File: src/rtl/wrdiv_pkg.sv
package wrdiv_pkg;

    localparam int FIELD_W    = 15;
    localparam int RATIO_W    = 14;
    localparam int M_W        = 9;
    localparam int S_W        = 2;
    localparam int MID_W      = 5;
    localparam int MID_LSB    = 3;
    localparam int SMALL_W    = 4;
    localparam int SMALL_LSB  = 3;
    localparam int MID_OFFSET = 6;
    localparam int SMALL_OFF  = 2;
    localparam int SMALL_TOP  = 13;
    localparam int WIDE_MIN   = 38;
    localparam int RATIO_MAX  = (((2**M_W) - 1 + 3) * 2 + 1) * (2**((2**S_W) - 1));

    typedef enum logic [2:0] {
        MODE_MID   = 3'b100,
        MODE_WIDE  = 3'b101,
        MODE_SMALL = 3'b110
    } mode_e;

    typedef struct packed {
        logic [M_W-1:0] m;
        logic [S_W-1:0] s;
        logic           b;
        logic [2:0]     mode;
    } field_t;

    typedef struct packed {
        logic               ok;
        logic [RATIO_W-1:0] ratio;
    } ratio_t;

    function automatic ratio_t decode_wide(field_t f);
        ratio_t             r;
        logic [RATIO_W-1:0] base;
        base    = RATIO_W'(f.m) + RATIO_W'(3);
        base    = {base[RATIO_W-2:0], f.b};
        r.ratio = base << f.s;
        r.ok    = (r.ratio >= RATIO_W'(WIDE_MIN));
        if (!r.ok) r.ratio = '0;
        return r;
    endfunction

    function automatic ratio_t decode_mid(logic [FIELD_W-1:0] w);
        ratio_t           r;
        logic [MID_W-1:0] inv;
        inv     = ~w[MID_LSB +: MID_W];
        r.ratio = RATIO_W'(inv) + RATIO_W'(MID_OFFSET);
        r.ok    = 1'b1;
        return r;
    endfunction

    function automatic ratio_t decode_small(logic [FIELD_W-1:0] w);
        ratio_t             r;
        logic [SMALL_W-1:0] code;
        code    = w[SMALL_LSB +: SMALL_W];
        r.ok    = (code <= SMALL_W'(SMALL_TOP - SMALL_OFF));
        r.ratio = r.ok ? RATIO_W'(code) + RATIO_W'(SMALL_OFF) : '0;
        return r;
    endfunction

endpackage

File: src/rtl/wrdiv_decode.sv
module wrdiv_decode
    import wrdiv_pkg::*;
(
    input  logic [FIELD_W-1:0] word,
    output ratio_t             dec
);

    field_t fld;
    assign fld = field_t'(word);

    always_comb begin
        case (fld.mode)
            MODE_WIDE:  dec = decode_wide(fld);
            MODE_MID:   dec = decode_mid(word);
            MODE_SMALL: dec = decode_small(word);
            default:    dec = '{ok: 1'b0, ratio: '0};
        endcase
    end

    // a legal decode always lands inside the supported span
    always_comb begin
        if (dec.ok) begin
            assert_dec_span_R2: assert (dec.ratio >= RATIO_W'(2) && dec.ratio <= RATIO_W'(RATIO_MAX));
        end
    end

endmodule

File: src/rtl/wrdiv_core.sv
module wrdiv_core #(
    parameter int RATIO_W = 14
) (
    input  logic               clk,
    input  logic               rst,
    input  logic               enable,
    input  logic               next_ok,
    input  logic [RATIO_W-1:0] next_ratio,
    output logic               clk_out,
    output logic [RATIO_W-1:0] ratio_now,
    output logic               err
);

    logic [RATIO_W-1:0] cnt;
    logic [RATIO_W-1:0] act_ratio;
    logic [RATIO_W-1:0] cnt_nxt;
    logic [RATIO_W:0]   hi_len;
    logic               run;
    logic               wrap;
    logic               load;
    logic               q_pos;
    logic               q_neg;

    assign wrap    = run && (cnt == act_ratio - RATIO_W'(1));
    assign load    = !run || wrap;
    assign cnt_nxt = cnt + RATIO_W'(1);
    assign hi_len  = ({1'b0, act_ratio} + (RATIO_W+1)'(1)) >> 1;

    always_ff @(posedge clk) begin
        if (rst || !enable) begin
            cnt       <= '0;
            act_ratio <= '0;
            run       <= 1'b0;
            err       <= 1'b0;
            q_pos     <= 1'b0;
        end else if (load) begin
            cnt       <= '0;
            act_ratio <= next_ok ? next_ratio : '0;
            run       <= next_ok;
            err       <= !next_ok;
            q_pos     <= next_ok;
        end else begin
            cnt       <= cnt_nxt;
            q_pos     <= ({1'b0, cnt_nxt} < hi_len);
        end
    end

    // half-period delayed copy that trims odd ratios to an even split
    always_ff @(negedge clk) begin
        if (rst) q_neg <= 1'b0;
        else     q_neg <= q_pos;
    end

    assign clk_out   = act_ratio[0] ? (q_pos & q_neg) : q_pos;
    assign ratio_now = act_ratio;

    assert_cnt_bound_R5: assert property (@(posedge clk) disable iff (rst)
        run |-> (cnt < act_ratio));

    assert_hold_in_period_R7: assert property (@(posedge clk) disable iff (rst)
        (enable && run && !wrap) |=> $stable(act_ratio));

    assert_err_quiet_R8: assert property (@(posedge clk) disable iff (rst)
        err |-> (!clk_out && ratio_now == '0 && !run));

    assert_first_high_R10: assert property (@(posedge clk) disable iff (rst)
        $rose(run) |-> (q_pos && cnt == '0));

endmodule

File: src/rtl/wr_out_div.sv
module wr_out_div
    import wrdiv_pkg::*;
(
    input  logic               clk,
    input  logic               rst,
    input  logic [FIELD_W-1:0] ctrl_word,
    input  logic               enable,
    output logic               clk_out,
    output logic [RATIO_W-1:0] ratio_out,
    output logic               code_err
);

    ratio_t dec;

    wrdiv_decode u_decode (
        .word (ctrl_word),
        .dec  (dec)
    );

    wrdiv_core #(.RATIO_W(RATIO_W)) u_core (
        .clk        (clk),
        .rst        (rst),
        .enable     (enable),
        .next_ok    (dec.ok),
        .next_ratio (dec.ratio),
        .clk_out    (clk_out),
        .ratio_now  (ratio_out),
        .err        (code_err)
    );

    assert_off_when_disabled_R9: assert property (@(posedge clk) disable iff (rst)
        !enable |=> (!clk_out && ratio_out == '0 && !code_err));

    assert_ratio_span_R4: assert property (@(posedge clk) disable iff (rst)
        (ratio_out != '0) |-> (ratio_out >= RATIO_W'(2) && ratio_out <= RATIO_W'(RATIO_MAX)));

    assert_err_excl_R8: assert property (@(posedge clk) disable iff (rst)
        code_err |-> (ratio_out == '0));

endmodule

File: config.mk
export PLATFORM = sky130hd
export DESIGN_NAME = wr_out_div
export DESIGN_NICKNAME = d
export VERILOG_FILES = /design/src/rtl/wrdiv_pkg.sv /design/src/rtl/wrdiv_decode.sv /design/src/rtl/wrdiv_core.sv /design/src/rtl/wr_out_div.sv
export SDC_FILE = /design/constraint.sdc
export NUM_CORES = 1
export LEC_CHECK = 0
export ABC_CLOCK_PERIOD_IN_PS = 7500
export BUFFER_PORTS_ARGS = -buffer_cell sky130_fd_sc_hd__buf_2
export CORE_MARGIN = 2
export CORE_UTILIZATION = 50
export DETAILED_ROUTE_END_ITERATION = 7
export HOLD_SLACK_MARGIN = 0.06
export PLACE_DENSITY_LB_ADDON = 0.15
export SLEW_MARGIN = 20
export SYNTH_ARGS = -nofsm -noshare
export SYNTH_HDL_FRONTEND = slang
export SYNTH_SLANG_ARGS = --single-unit
File: constraint.sdc
create_clock -name clk -period 7.5 [get_ports clk]
set_input_delay 1.5 -clock clk [delete_from_list [all_inputs] [get_ports clk]]
set_output_delay 1.5 -clock clk [all_outputs]
set_load 0.02 [all_outputs]
## Word level (Yosys, flattened, before mapping)

Cells that the tools add are included.

- Bits in registers: 32
- Bits of input ports: 18
- Output and inout port bits: 16

- Equality and inequality tests: 4
- Add/sub/neg operators: 6
- Bitwise gates (word level): 2
- Shift operators: 1
- Mux-type cells: 6
- Magnitude comparators: 3
- Reductions and logical operators: 7

Operators with widths:

| cell | count |
|---|---|
| $pmux 15 s3 | 1 |
| $mux 14 | 3 |
| $add 14x1->15 const B | 1 |
| $add 14x1->14 const B | 1 |
| $eq 14x14->1 | 1 |
| $ge 14x6->1 const B | 1 |
| $lt 14x14->1 | 1 |
| $shl 14x2->14 | 1 |
| $sub 14x1->14 const B | 1 |
| $add 9x2->10 const B | 1 |
| $eq 3x3->1 const B | 3 |
| $add 5x3->6 const B | 1 |
| $add 4x2->5 const B | 1 |
| $not 5->5 | 1 |
| $le 4x4->1 const B | 1 |
| $logic_not 1->1 | 3 |
| $logic_or 1x1->1 | 2 |
| $mux 1 | 2 |
| $reduce_or 2->1 | 1 |
| $and 1x1->1 | 1 |
| $logic_and 1x1->1 | 1 |

## Longest topological paths before layout

Gate-level depths: netlist (run 1).

- Depth after elaboration: 6
- Mapped depth: 13

## Hierarchy

From an unflattened synthesis (run 1), not the netlist that was laid out.

- Cell total of the unflattened synthesis: 428
- Area total of the unflattened synthesis: 3306.9 sq um

By module, submodules not included:

| module | instances | area each (sq um) | cells each |
|---|---|---|---|
| wrdiv_core | 1 | 2371.0 | 281 |
| wrdiv_decode | 1 | 935.9 | 147 |

==> flow_summary.yaml, run 1 <==
hold_path:
  min_path_type: "flop to flop"
job:
  drv_cap: 0
setup_path:
  crit_path_end_kind: "primary output"
  required_ps: 6000
  critPathKind: "flop to primary output"
  arrival_ps: 4710
  startpoint_type: "flop"
  crit_fanout: 1
clock_tree:
  htree_levels: 2
  insertion_delay_ps: 350
  root_buffer: "clkbuf_8"
  cts_tree: "done"
  cts_buffers: 5
  hold_buffers: 0
  cts_buffer_depth: 2
  cts_setup_buffers: 0
  cts-resized-gates: 0
  clock_sinks: 32
  clkSlewWorstSetupHoldPaths_ps: 70
route:
  detail-route-antenna-nets: 0
  wl_per_cell_um: 14.8
  route.vias.total: 2772
  vias_per_cell: 5.74
  wl_met3_um: 218
  drc: 0
  first_iter_violations: 177
  totalWireLength_mm: 7.16
  wl_met1_mm: 3.21
  wl_met2_mm: 3.60
  highest_layer: "met4"
  dr.pass1.iters: 4
power_and_ir_drop:
  switching_share: 0.274
  vdd_drop_max_v: 0.0000689
  p_comb_frac: 0.186
  power_frac_seq: 0.407
  p_per_area_nw_per_um2: 131
  leakage_uw: 0.00140
  power_switching_uw: 118
  power.internal_uw: 313
  p_clk_frac: 0.408
logic_synthesis:
  synthesis.nets: 431
  ys_warn_count: 0
  yosysTopAreaCell: "dfxtp_1"
  synth_seq_cells: 32
  ys_seq_area_frac: 0.211
  synth-edff-count: 0
  yosys-top-cells-area: "dfxtp_1 (21%), xor2_1 (7.8%), ha_1 (7.4%), xnor2_1 (6.9%), nor2_1 (4.2%)"
  syn_avg_cell_area_um2: 7.68
  yosysTopAreaCellShare: 0.211
  synthCells: 395
  synth_area_um2: 3030
  async_flop_share: 0
  yosys_most_used_dff: "dfxtp_1"
  synth_cell_types: 59
grt:
  antenna_found_initial: 0
  grt_first_pass_wirelength_mm: 12.0
  grt.total_usage: 0.228
  grt_max_degree: 35
  grt.overflow.total: 0
  grt_pass1_vias: 2591
floorplan:
  design.die.area_um2: 6710
  die_h_um: 81.9
  die_x_um: 81.9
  pin_count: 34
  coreArea_um2: 5890
  rows: 28
  initial_core_util: 0.515
final_layout:
  utilization: 0.558
  diodes: 0
  nNetsFinal: 443
  drive_gt1_frac: 0.130
  area_growth_pct: 8.21
  filler_cell_count: 584
sta:
  finalMaxSlewViolations: 0
  worst_pin_slew_ps: 950
  rsz0062_at_grt: "false"
  hold_viol: 0
  setup_viol: 0
  slew_headroom: 0.366
  setup_tns_ps: 0
  skew_ps: 64.5
outcome:
  status: "finished clean"
place:
  place.gp.congestion: 0.851
  dp_hpwl_mm: 5.45
  portBuffers: 33
registers in the layout, indices dropped and copies added (netlist names):
signal and count:
u_core.ratio_now 14, u_core.cnt 14, u_core.run 1, u_core.q_neg 1, u_core.q_pos 1, u_core.err 1
synthesized netlist by cell type (all sizes together), types with 7 or more instances:
master and number:
nor3 12, nand4 9, o21a 8, and2 15, nand2b 7, dfxtp 32, a22o 7, ha 18
xnor2 24, clkbuf 21, xor2 27, buf 7, inv 12, nor2 35, o21ai 16, nand2 26
a21o 7, a21oi 26, nand3 18
metrics by stage:
step	setup slack [ps]	power [uW]	area (um2)	hold WS, ps	std cells
2_1_floorplan	1750	242	3030	456	395
3_3_place_gp	1680	259	3170	501	475
3_5_place_dp	1660	260	3170	506	475
4_1_cts	1300	433	3280	522	483
5_1_grt	1250	451	3280	563	483
6_report	1290	431	3280	521	483
cells in the final DEF (no fill, tap or decap), types with 15 or more instances in the layout:
cell type and n:
xnor2_1 24, nor2_1 34, buf_2 33, nand3_1 18
and2_1 15, xor2_1 27, nand2_1 25, dfxtp_1 32
a21oi_1 25, ha_1 18
final cells by class:
cell class	count	area (um2)	share of cell area
sequential	32	641	0.195
clock buffer	6	82.6	0.0252
tap	75	93.8	0.0286
inverter	11	41.3	0.0126
clock inverter	3	37.5	0.0114
multi-input combinational	323	2220	0.677
timing repair buffer	33	165	0.0503
worst max-delay path: stages, from the launching register on:
cell,delay [ps]
dfxtp_1,300
o21a_1,160
buf_2,150
per-layer routing:
metal	global-route usage	vias to the layer above
li1	-	1430
met1	0.271	1276
met2	0.412	54
met3	0.0385	12
met4	0.0783	0
met5	0	-
cell families after synthesis:
group / Yosys count / share of synthesized area
AOI/OAI and AO/OA: 98 / 0.224
xor gates and xnor gates: 52 / 0.155
adders and majority gates: 18 / 0.0743
buffers and inverters: 40 / 0.0565
DFF: 32 / 0.211
muxes: 5 / 0.0173
and+or+nand+nor: 150 / 0.262
worst paths after layout:
| check | from | endpoint | slack (ps) | depth (start not counted) |
|---|---|---|---|---|
| worst min-delay path | u_core.cnt[0]$_SDFF_PP0_ | u_core.cnt[0]$_SDFF_PP0_ | 520 | 1 |
| worst min register to register | u_core.cnt[0]$_SDFF_PP0_ | u_core.cnt[0]$_SDFF_PP0_ | 520 | 1 |
| worst max register to register | u_core.q_pos$_SDFF_PP0_ | u_core.q_neg$_SDFF_NP0_ | 3260 | 1 |
| worst max-delay path | u_core.q_neg$_SDFF_NP0_ | clk_out | 1290 | 2 |
power by group through the flow:
stage          logic (uW)  registers [uW]  clock network (uW)
6_report             80.0             175                 176
5_1_grt              90.3             176                 185
4_1_cts              79.7             175                 178
3_5_place_dp         79.4             179                1.67
3_3_place_gp         78.4             179                1.67
2_1_floorplan        61.9             178                1.67
(Power assumes the default switching activity.)
==> run 2, diff against run 1 <==
ABC_CLOCK_PERIOD_IN_PS = 6250   (was 7500)
clock period = 6.25 ns   (was 7.5 ns; I/O delays follow)
==> flow_summary.yaml, run 2 (same netlist as run 1, synthesis figures left out) <==
grt:
  antenna_found_initial: 0
  grt_max_degree: 35
  grt.total_usage: 0.226
  grt_pass1_vias: 2558
  grt.overflow.total: 0
  grt_first_pass_wirelength_mm: 11.9
hold_path:
  worstHoldEndpoint: "u_core.cnt[0]$_SDFF_PP0_"
  min_path_type: "flop to flop"
  min-delay-start: "u_core.cnt[0]$_SDFF_PP0_"
  min_path_cells: 1
clock_tree:
  cts_buffer_depth: 2
  htree_levels: 2
  cts-resized-gates: 0
  insertion_delay_ps: 360
  clkSlewWorstSetupHoldPaths_ps: 70
  clock_sinks: 32
  cts_setup_buffers: 0
  cts_tree: "done"
  cts_buffers: 5
  hold_buffers: 0
  root_buffer: "clkbuf_8"
sta:
  skew_ps: 64.8
  rsz0062_at_grt: "false"
  setup_ws_ps: 923
  worst_pin_slew_ps: 926
  finalMaxSlewViolations: 0
  hold_viol: 0
  slew_headroom: 0.382
  setup_viol: 0
  setup_tns_ps: 0
  whs_ps: 520
setup_path:
  worstReg2RegStart: "u_core.q_pos$_SDFF_PP0_"
  crit_fanout: 1
  reg2reg_depth: 1
  startpoint_type: "flop"
  worst-r2r-setup-slack_ps: 2640
  timing.rr.end: "u_core.q_neg$_SDFF_NP0_"
  required_ps: 5000
  arrival_ps: 4080
  crit_path_end_kind: "primary output"
  critPathKind: "flop to primary output"
job:
  drv_cap: 0
floorplan:
  rows: 28
  die_h_um: 81.9
  pin_count: 34
  coreArea_um2: 5890
  die_x_um: 81.9
  design.die.area_um2: 6710
  initial_core_util: 0.515
final_layout:
  area_growth_pct: 8.21
  layout_common_cells: "nor2_1 (34), buf_2 (33), dfxtp_1 (32)"
  drive_gt1_frac: 0.130
  diodes: 0
  nNetsFinal: 443
  filler_cell_count: 591
  layout_commonest_cell: "nor2_1"
power_and_ir_drop:
  p_per_area_nw_per_um2: 158
  leakage_uw: 0.00140
  vdd_drop_max_v: 0.0000923
place:
  dp_hpwl_mm: 5.37
  place_ws_ps: 1290
  place.gp.congestion: 0.867
  portBuffers: 33
route:
  vias_per_cell: 5.78
  totalWireLength_mm: 7.06
  dr.pass1.iters: 6
  drc: 0
  first_iter_violations: 135
  wl_per_cell_um: 14.6
  route.vias.total: 2792
  detail-route-antenna-nets: 0
outcome:
  status: "finished clean"
==> run 2: through the flow <==
stage | util | area (um2) | total power [uW] | instances
CTS | 0.558 | 3280 | 521 | 483
global placement | 0.538 | 3170 | 311 | 475
finish | 0.558 | 3280 | 519 | 483
detailed placement | 0.538 | 3170 | 312 | 475
global route | 0.558 | 3280 | 543 | 483
floorplan | - | 3030 | 290 | 395
==> run 2: per-layer routing <==
metal  global-route usage  share of wire  vias to the layer above
met4               0.0833          0.020                        0
met2                0.404           0.50                       43
met1                0.271           0.45                     1315
met5                    0              0                        -
li1                     -              -                     1424
met3               0.0341          0.027                       10
==> run 2: worst max-delay path by stage <==
stage / start / end / slack (ps) / depth (start not counted)
CTS: u_core.q_neg$_SDFF_NP0_ / clk_out / 920 / 2
floorplan: u_core.q_neg$_SDFF_NP0_ / clk_out / 1370 / 1
global placement: u_core.q_neg$_SDFF_NP0_ / clk_out / 1300 / 2
global route: u_core.q_neg$_SDFF_NP0_ / clk_out / 880 / 2
finish: u_core.q_neg$_SDFF_NP0_ / clk_out / 920 / 2
detailed placement: u_core.q_neg$_SDFF_NP0_ / clk_out / 1290 / 2
==> run 2: worst max-delay path, stage by stage (launching register included) <==
cell     delay [ps]
dfxtp_1         290
o21a_1          150
buf_2           150
==> run 2: cell type report <==
type                    instances  area (um2)  area share
multi-input cells             323        2220       0.677
clock inverters                 3        37.5      0.0114
well taps                      75        93.8      0.0286
repair buffers                 33         165      0.0503
clock buffers                   6        82.6      0.0252
inverters                      11        41.3      0.0126
flip-flops and latches         32         641       0.195
==> run 2: power breakdown <==
group	leakage (uW)	switching [uW]	internal, uW
clock	0.0000642	83.3	129
combinational	0.00108	55.4	40.2
sequential	0.000258	4.20	206
total	0.00140	143	376
